## src/rtl/dp_alu_pkg.sv

```systemverilog
package dp_alu_pkg;

  typedef enum logic [3:0] {
    OP_AND = 4'd0,
    OP_EOR = 4'd1,
    OP_SUB = 4'd2,
    OP_RSB = 4'd3,
    OP_ADD = 4'd4,
    OP_ADC = 4'd5,
    OP_SBC = 4'd6,
    OP_RSC = 4'd7,
    OP_TST = 4'd8,
    OP_TEQ = 4'd9,
    OP_CMP = 4'd10,
    OP_CMN = 4'd11,
    OP_ORR = 4'd12,
    OP_MOV = 4'd13,
    OP_BIC = 4'd14,
    OP_MVN = 4'd15
  } alu_op_e;

  typedef struct packed {
    logic n;
    logic z;
    logic c;
    logic v;
  } alu_flags_t;

  // Operations whose value comes from the adder
  function automatic logic op_is_arith(input alu_op_e op);
    return (op inside {OP_SUB, OP_RSB, OP_ADD, OP_ADC, OP_SBC, OP_RSC,
                       OP_CMP, OP_CMN});
  endfunction

  // Flag-only operations: never write a register
  function automatic logic op_is_probe(input alu_op_e op);
    return (op inside {OP_TST, OP_TEQ, OP_CMP, OP_CMN});
  endfunction

endpackage

```

## src/rtl/alu_logic_unit.sv

```systemverilog
module alu_logic_unit
  import dp_alu_pkg::*;
#(
  parameter int unsigned W = 32
) (
  input  logic [W-1:0] a,
  input  logic [W-1:0] b,
  input  alu_op_e      op,
  output logic [W-1:0] y
);

  always_comb begin
    unique case (op)
      OP_AND, OP_TST: y = a & b;
      OP_EOR, OP_TEQ: y = a ^ b;
      OP_ORR:         y = a | b;
      OP_MOV:         y = b;
      OP_BIC:         y = a & ~b;
      OP_MVN:         y = ~b;
      default:        y = '0;
    endcase
  end

endmodule

```

## src/rtl/alu_add_unit.sv

```systemverilog
module alu_add_unit
  import dp_alu_pkg::*;
#(
  parameter int unsigned W = 32
) (
  input  logic [W-1:0] a,
  input  logic [W-1:0] b,
  input  alu_op_e      op,
  input  logic         cin,
  output logic [W-1:0] sum,
  output logic         cout,
  output logic         ovf
);

  localparam int unsigned WX = W + 1;

  logic [W-1:0]  x_opnd;
  logic [W-1:0]  y_opnd;
  logic          carry_in;
  logic [WX-1:0] wide;

  // Every form reduces to x + y + carry_in, with subtraction done as
  // inverted operand plus one (or plus the incoming carry).
  always_comb begin
    unique case (op)
      OP_ADD, OP_CMN: begin x_opnd = a; y_opnd = b;  carry_in = 1'b0; end
      OP_ADC:         begin x_opnd = a; y_opnd = b;  carry_in = cin;  end
      OP_SUB, OP_CMP: begin x_opnd = a; y_opnd = ~b; carry_in = 1'b1; end
      OP_SBC:         begin x_opnd = a; y_opnd = ~b; carry_in = cin;  end
      OP_RSB:         begin x_opnd = b; y_opnd = ~a; carry_in = 1'b1; end
      OP_RSC:         begin x_opnd = b; y_opnd = ~a; carry_in = cin;  end
      default:        begin x_opnd = a; y_opnd = b;  carry_in = 1'b0; end
    endcase
  end

  always_comb begin
    wide = {1'b0, x_opnd} + {1'b0, y_opnd} + {{W{1'b0}}, carry_in};
    sum  = wide[W-1:0];
    cout = wide[W];
    ovf  = (x_opnd[W-1] == y_opnd[W-1]) && (wide[W-1] != x_opnd[W-1]);
  end

  // an unsigned add that carries out must wrap below its first operand
  always_comb begin
    if (op == OP_ADD && cout) begin
      a_r3_add_wrap: assert (sum < a)
        else $error("add carry without wrap");
    end
  end

endmodule

```

## src/rtl/alu_flag_unit.sv

```systemverilog
module alu_flag_unit
  import dp_alu_pkg::*;
#(
  parameter int unsigned W = 32
) (
  input  alu_op_e      op,
  input  logic         set_flags,
  input  logic [W-1:0] value,
  input  logic         add_cout,
  input  logic         add_ovf,
  input  logic         shift_cout,
  input  logic         shift_nonzero,
  input  alu_flags_t   flags_in,
  output alu_flags_t   flags_out,
  output logic         rd_we
);

  logic update;
  logic arith;

  always_comb begin
    arith     = op_is_arith(op);
    update    = op_is_probe(op) || set_flags;
    rd_we     = !op_is_probe(op);
    flags_out = flags_in;
    if (update) begin
      flags_out.n = value[W-1];
      flags_out.z = (value == '0);
      if (arith) begin
        flags_out.c = add_cout;
        flags_out.v = add_ovf;
      end else begin
        flags_out.c = shift_nonzero ? shift_cout : flags_in.c;
      end
    end
  end

endmodule

```

## src/rtl/dp_alu.sv

```systemverilog
module dp_alu
  import dp_alu_pkg::*;
#(
  parameter int unsigned W = 32
) (
  input  logic [W-1:0] op_a,
  input  logic [W-1:0] op_b,
  input  logic [3:0]   opcode,
  input  logic         set_flags,
  input  logic         shift_cout,
  input  logic         shift_nonzero,
  input  logic [3:0]   flags_in,
  output logic [W-1:0] result,
  output logic         rd_we,
  output logic [3:0]   flags_out
);

  alu_op_e     op;
  alu_flags_t  fin;
  alu_flags_t  fout;
  logic [W-1:0] logic_y;
  logic [W-1:0] add_y;
  logic        add_c;
  logic        add_v;

  assign op  = alu_op_e'(opcode);
  assign fin = alu_flags_t'(flags_in);

  alu_logic_unit #(.W(W)) u_logic (
    .a  (op_a),
    .b  (op_b),
    .op (op),
    .y  (logic_y)
  );

  alu_add_unit #(.W(W)) u_add (
    .a    (op_a),
    .b    (op_b),
    .op   (op),
    .cin  (fin.c),
    .sum  (add_y),
    .cout (add_c),
    .ovf  (add_v)
  );

  always_comb begin
    result = op_is_arith(op) ? add_y : logic_y;
  end

  alu_flag_unit #(.W(W)) u_flags (
    .op            (op),
    .set_flags     (set_flags),
    .value         (result),
    .add_cout      (add_c),
    .add_ovf       (add_v),
    .shift_cout    (shift_cout),
    .shift_nonzero (shift_nonzero),
    .flags_in      (fin),
    .flags_out     (fout),
    .rd_we         (rd_we)
  );

  assign flags_out = fout;

  always_comb begin
    // writing op without set-flags keeps every flag
    if (rd_we && !set_flags) begin
      a_r8_hold_flags: assert (flags_out == flags_in)
        else $error("flags changed without set-flags");
    end
    // probe opcodes never write the destination
    if (opcode[3:2] == 2'b10) begin
      a_r6_no_write: assert (!rd_we)
        else $error("probe opcode wrote a register");
    end
    // zero flag tracks the computed value when flags update
    if (set_flags || !rd_we) begin
      a_r4_zero_flag: assert (flags_out[2] == (result == '0))
        else $error("zero flag mismatch");
    end
    // logical op without a shift keeps the carry
    if ((set_flags || !rd_we) && !op_is_arith(op) && !shift_nonzero) begin
      a_r5_keep_carry: assert (flags_out[1] == flags_in[1])
        else $error("logical carry changed without shift");
    end
    // logical op keeps the overflow flag
    if (!op_is_arith(op)) begin
      a_r4_keep_v: assert (flags_out[0] == flags_in[0])
        else $error("logical op changed V");
    end
  end

endmodule

```

## config.mk

```make
export PLATFORM = sky130hd
export DESIGN_NAME = dp_alu
export DESIGN_NICKNAME = d
export VERILOG_FILES = /design/src/rtl/dp_alu_pkg.sv /design/src/rtl/alu_logic_unit.sv /design/src/rtl/alu_add_unit.sv /design/src/rtl/alu_flag_unit.sv /design/src/rtl/dp_alu.sv
export SDC_FILE = /design/constraint.sdc
export NUM_CORES = 1
export LEC_CHECK = 0
export ABC_AREA = 1
export BUFFER_PORTS_ARGS = -buffer_cell sky130_fd_sc_hd__buf_4
export CAP_MARGIN = 20
export CORE_AREA = 2 2 141 143
export DETAILED_ROUTE_END_ITERATION = 16
export DIE_AREA = 0 0 143 145
export GPL_ROUTABILITY_DRIVEN = 0
export GPL_TIMING_DRIVEN = 0
export PLACE_DENSITY_LB_ADDON = 0.25
export SLEW_MARGIN = 20
export SYNTH_ARGS = -nofsm -noshare
export SYNTH_HDL_FRONTEND = slang
export SYNTH_HIERARCHICAL = 1
export SYNTH_SLANG_ARGS = --single-unit
```

## constraint.sdc

```tcl
create_clock -name vclk -period 4
set_input_delay 0.2 -clock vclk [all_inputs]
set_output_delay 0.2 -clock vclk [all_outputs]
set_load 0.01 [all_outputs]
```

==> metrics.yaml <==
sta:
  finalCriticalPeriod_ns: 3.86
  tns_ns: 0
  period_share: 0.966
  slew_headroom: 0.569
  worstMarginPinSlew_ns: 0.646
  report.final.slew_viol_count: 0
  fmaxAchievable_mhz: 259
  hold_ws_ns: 0.713
  hold_viol_final: 0
  setup_viol: 0
worst_setup_path:
  crit_path_start_kind: "input port"
  cp_data_required_time_ns: 3.80
  critPathLaunch: "opcode[3]"
  worstPathMaxFanout: 10
  arrival_ns: 3.66
  worstSetupPathType: "input port to primary output"
  crit_end: "flags_out[2]"
  worst_setup_path_end_kind: "primary output"
synth:
  syn_nets: 1483
  yosys-top-cells-area: "nand2_1 33%, ha_1 12%, nand3_1 8.8%"
  synth.distinct_cells: 38
  synth.largest_area_cell: "nand2_1"
  synth-seq-area-share: 0
  syn_avg_cell_area_um2: 4.94
  yosysTopAreaCellShare: 0.331
  syn-cell-area_um2: 6630
  ys_top_cells_by_count: "585 x nand2_1, 144 x inv_1, 117 x nand3_1, 102 x nor2_1, 71 x a21oi_1"
  synth_cells: 1343
  yosysMostFrequentCell: "nand2_1"
  yosysWarnings: 6
cells_and_area:
  seq_cell_count: 0
  num-nets-final: 1608
  clkbuf_count: 0
  drive_gt1_frac: 0.183
  instances_no_fill: 1731
  utilization: 0.418
  regArea_um2: 0
  antenna_cells: 0
  syn2layout_area_growth_pct: 21.2
global_routing:
  antenna_found_initial: 0
  grt_pass1_wl_um: 44100
  gr-total-overflow: 0
  grt_pass1_vias: 8324
  track_usage: 0.266
  grt_max_degree: 11
pwr:
  power.density_nw_per_um2: 196
  p_leak_nw: 4.81
  vdd_ir_drop_max_v: 0.0000593
  power.total_mw: 1.57
placed_design:
  portBuffers: 112
  hpwl_um: 23800
  placed_cells: 1720
cts:
  hold_buffers: 0
routing:
  wl_um: 29000
  post-route-drc-count: 0
  drtAntennaViolNets: 0
  drtIter0Drc: 1122
  vias_per_cell: 5.41
  wire_per_inst_um: 16.8
  vias: 9357
  first_pass_iters: 5
job:
  drv_cap: 0
outcome:
  status: "complete, no violations"
floorplan:
  initial_core_util: 0.345
  rows: 51
  fp.dieH_um: 145
  die_area_um2: 20700
  pin_count: 112
  coreArea_um2: 19200
  fp.dieW_um: 143
min_path:
  hold_class: "input port to primary output"
  min_from: "flags_in[3]"
==> what timing repair did <==
action	CTS	global route
gates cloned	0	0
resized for setup	10	37
buffers inserted	5	6
pin swaps	1	10
endpoints found under the setup margin	1	1
==> metal layers <==
layer | track usage | wire length [um] | up-vias
met4 | 0.0891 | 1080 | 0
met1 | 0.362 | 12000 | 4260
met5 | 0 | 0 | -
li1 | - | - | 4558
met2 | 0.439 | 13100 | 473
met3 | 0.0201 | 2800 | 66
==> worst max-delay path, cell delays in order <==
cell and delay, ns:
buf_4 0.15, a211o_1 0.30, buf_6 0.15, buf_6 0.16, o22ai_4 0.12, a31oi_4 0.05, fa_2 0.41, inv_4 0.09
fa_2 0.22, nand3_1 0.09, nand2_2 0.10, buf_4 0.12, nand2_1 0.04, o211ai_1 0.17, a21oi_2 0.12, xnor2_1 0.19
nand3_1 0.11, nand2_1 0.11, nor2_1 0.10, nand2_1 0.07, nor2_2 0.12, nand3_2 0.13, o21bai_1 0.18, buf_4 0.14
==> metrics by stage <==
stage,setup WS [ns],instance area [um^2]
floorplan,0.748,6630
global placement,-0.406,7800
detailed placement,-0.421,7800
CTS,0.0139,7860
global route,-0.0299,8040
finish,0.137,8040
==> kinds of logic (layout without fill, tap and decap cells) <==
family                   Yosys count  count (layout)  share of synthesized area
multiplexers                       2               2                    0.00377
AO/OA/AOI/OAI                    167             167                      0.156
buffers and inverters            214             337                      0.138
AND/OR/NAND/NOR                  877             877                      0.553
XOR/XNOR                          18              18                     0.0249
adder cells (fa/ha/maj)           65              65                      0.125
==> worst min path at each step <==
| stage | to | slack (ns) | cells past startpoint |
|---|---|---|---|
| finish | flags_out[3] | 0.71 | 3 |
| global route | flags_out[3] | 0.73 | 3 |
| CTS | flags_out[3] | 0.72 | 3 |
| detailed placement | flags_out[3] | 0.72 | 3 |
| global placement | flags_out[3] | 0.72 | 3 |
| floorplan | rd_we | 0.45 | 1 |
==> cells in the final DEF (no fill, tap or decap), types with 5 or more instances in the layout <==
master / count
inv_1: 143
a21oi_2: 5
buf_6: 7
nor2_2: 5
o21ai_0: 15
nor3_1: 13
buf_4: 130
nand4_1: 6
ha_1: 62
a21oi_1: 65
nand2_2: 21
inv_2: 7
xor2_1: 15
nand2_1: 575
o22ai_1: 31
buf_2: 38
nand3_1: 114
o21bai_1: 6
nor2_1: 101
nand3b_1: 33
a31o_2: 31
==> cell type report <==
cell class / instances / area, um^2
inverters: 151 / 569
repair buffers: 123 / 927
multi-input cells: 1129 / 5830
well taps: 265 / 332
fillers: 2151 / 11200
plain buffers: 63 / 374
==> power by group <==
group | leakage, nW | internal, mW | switching (mW)
sequential | 0 | 0 | 0
combinational | 4.81 | 0.589 | 0.983
clock | 0 | 0 | 0
total | 4.81 | 0.589 | 0.983
Power figures use the tool's default switching activity.
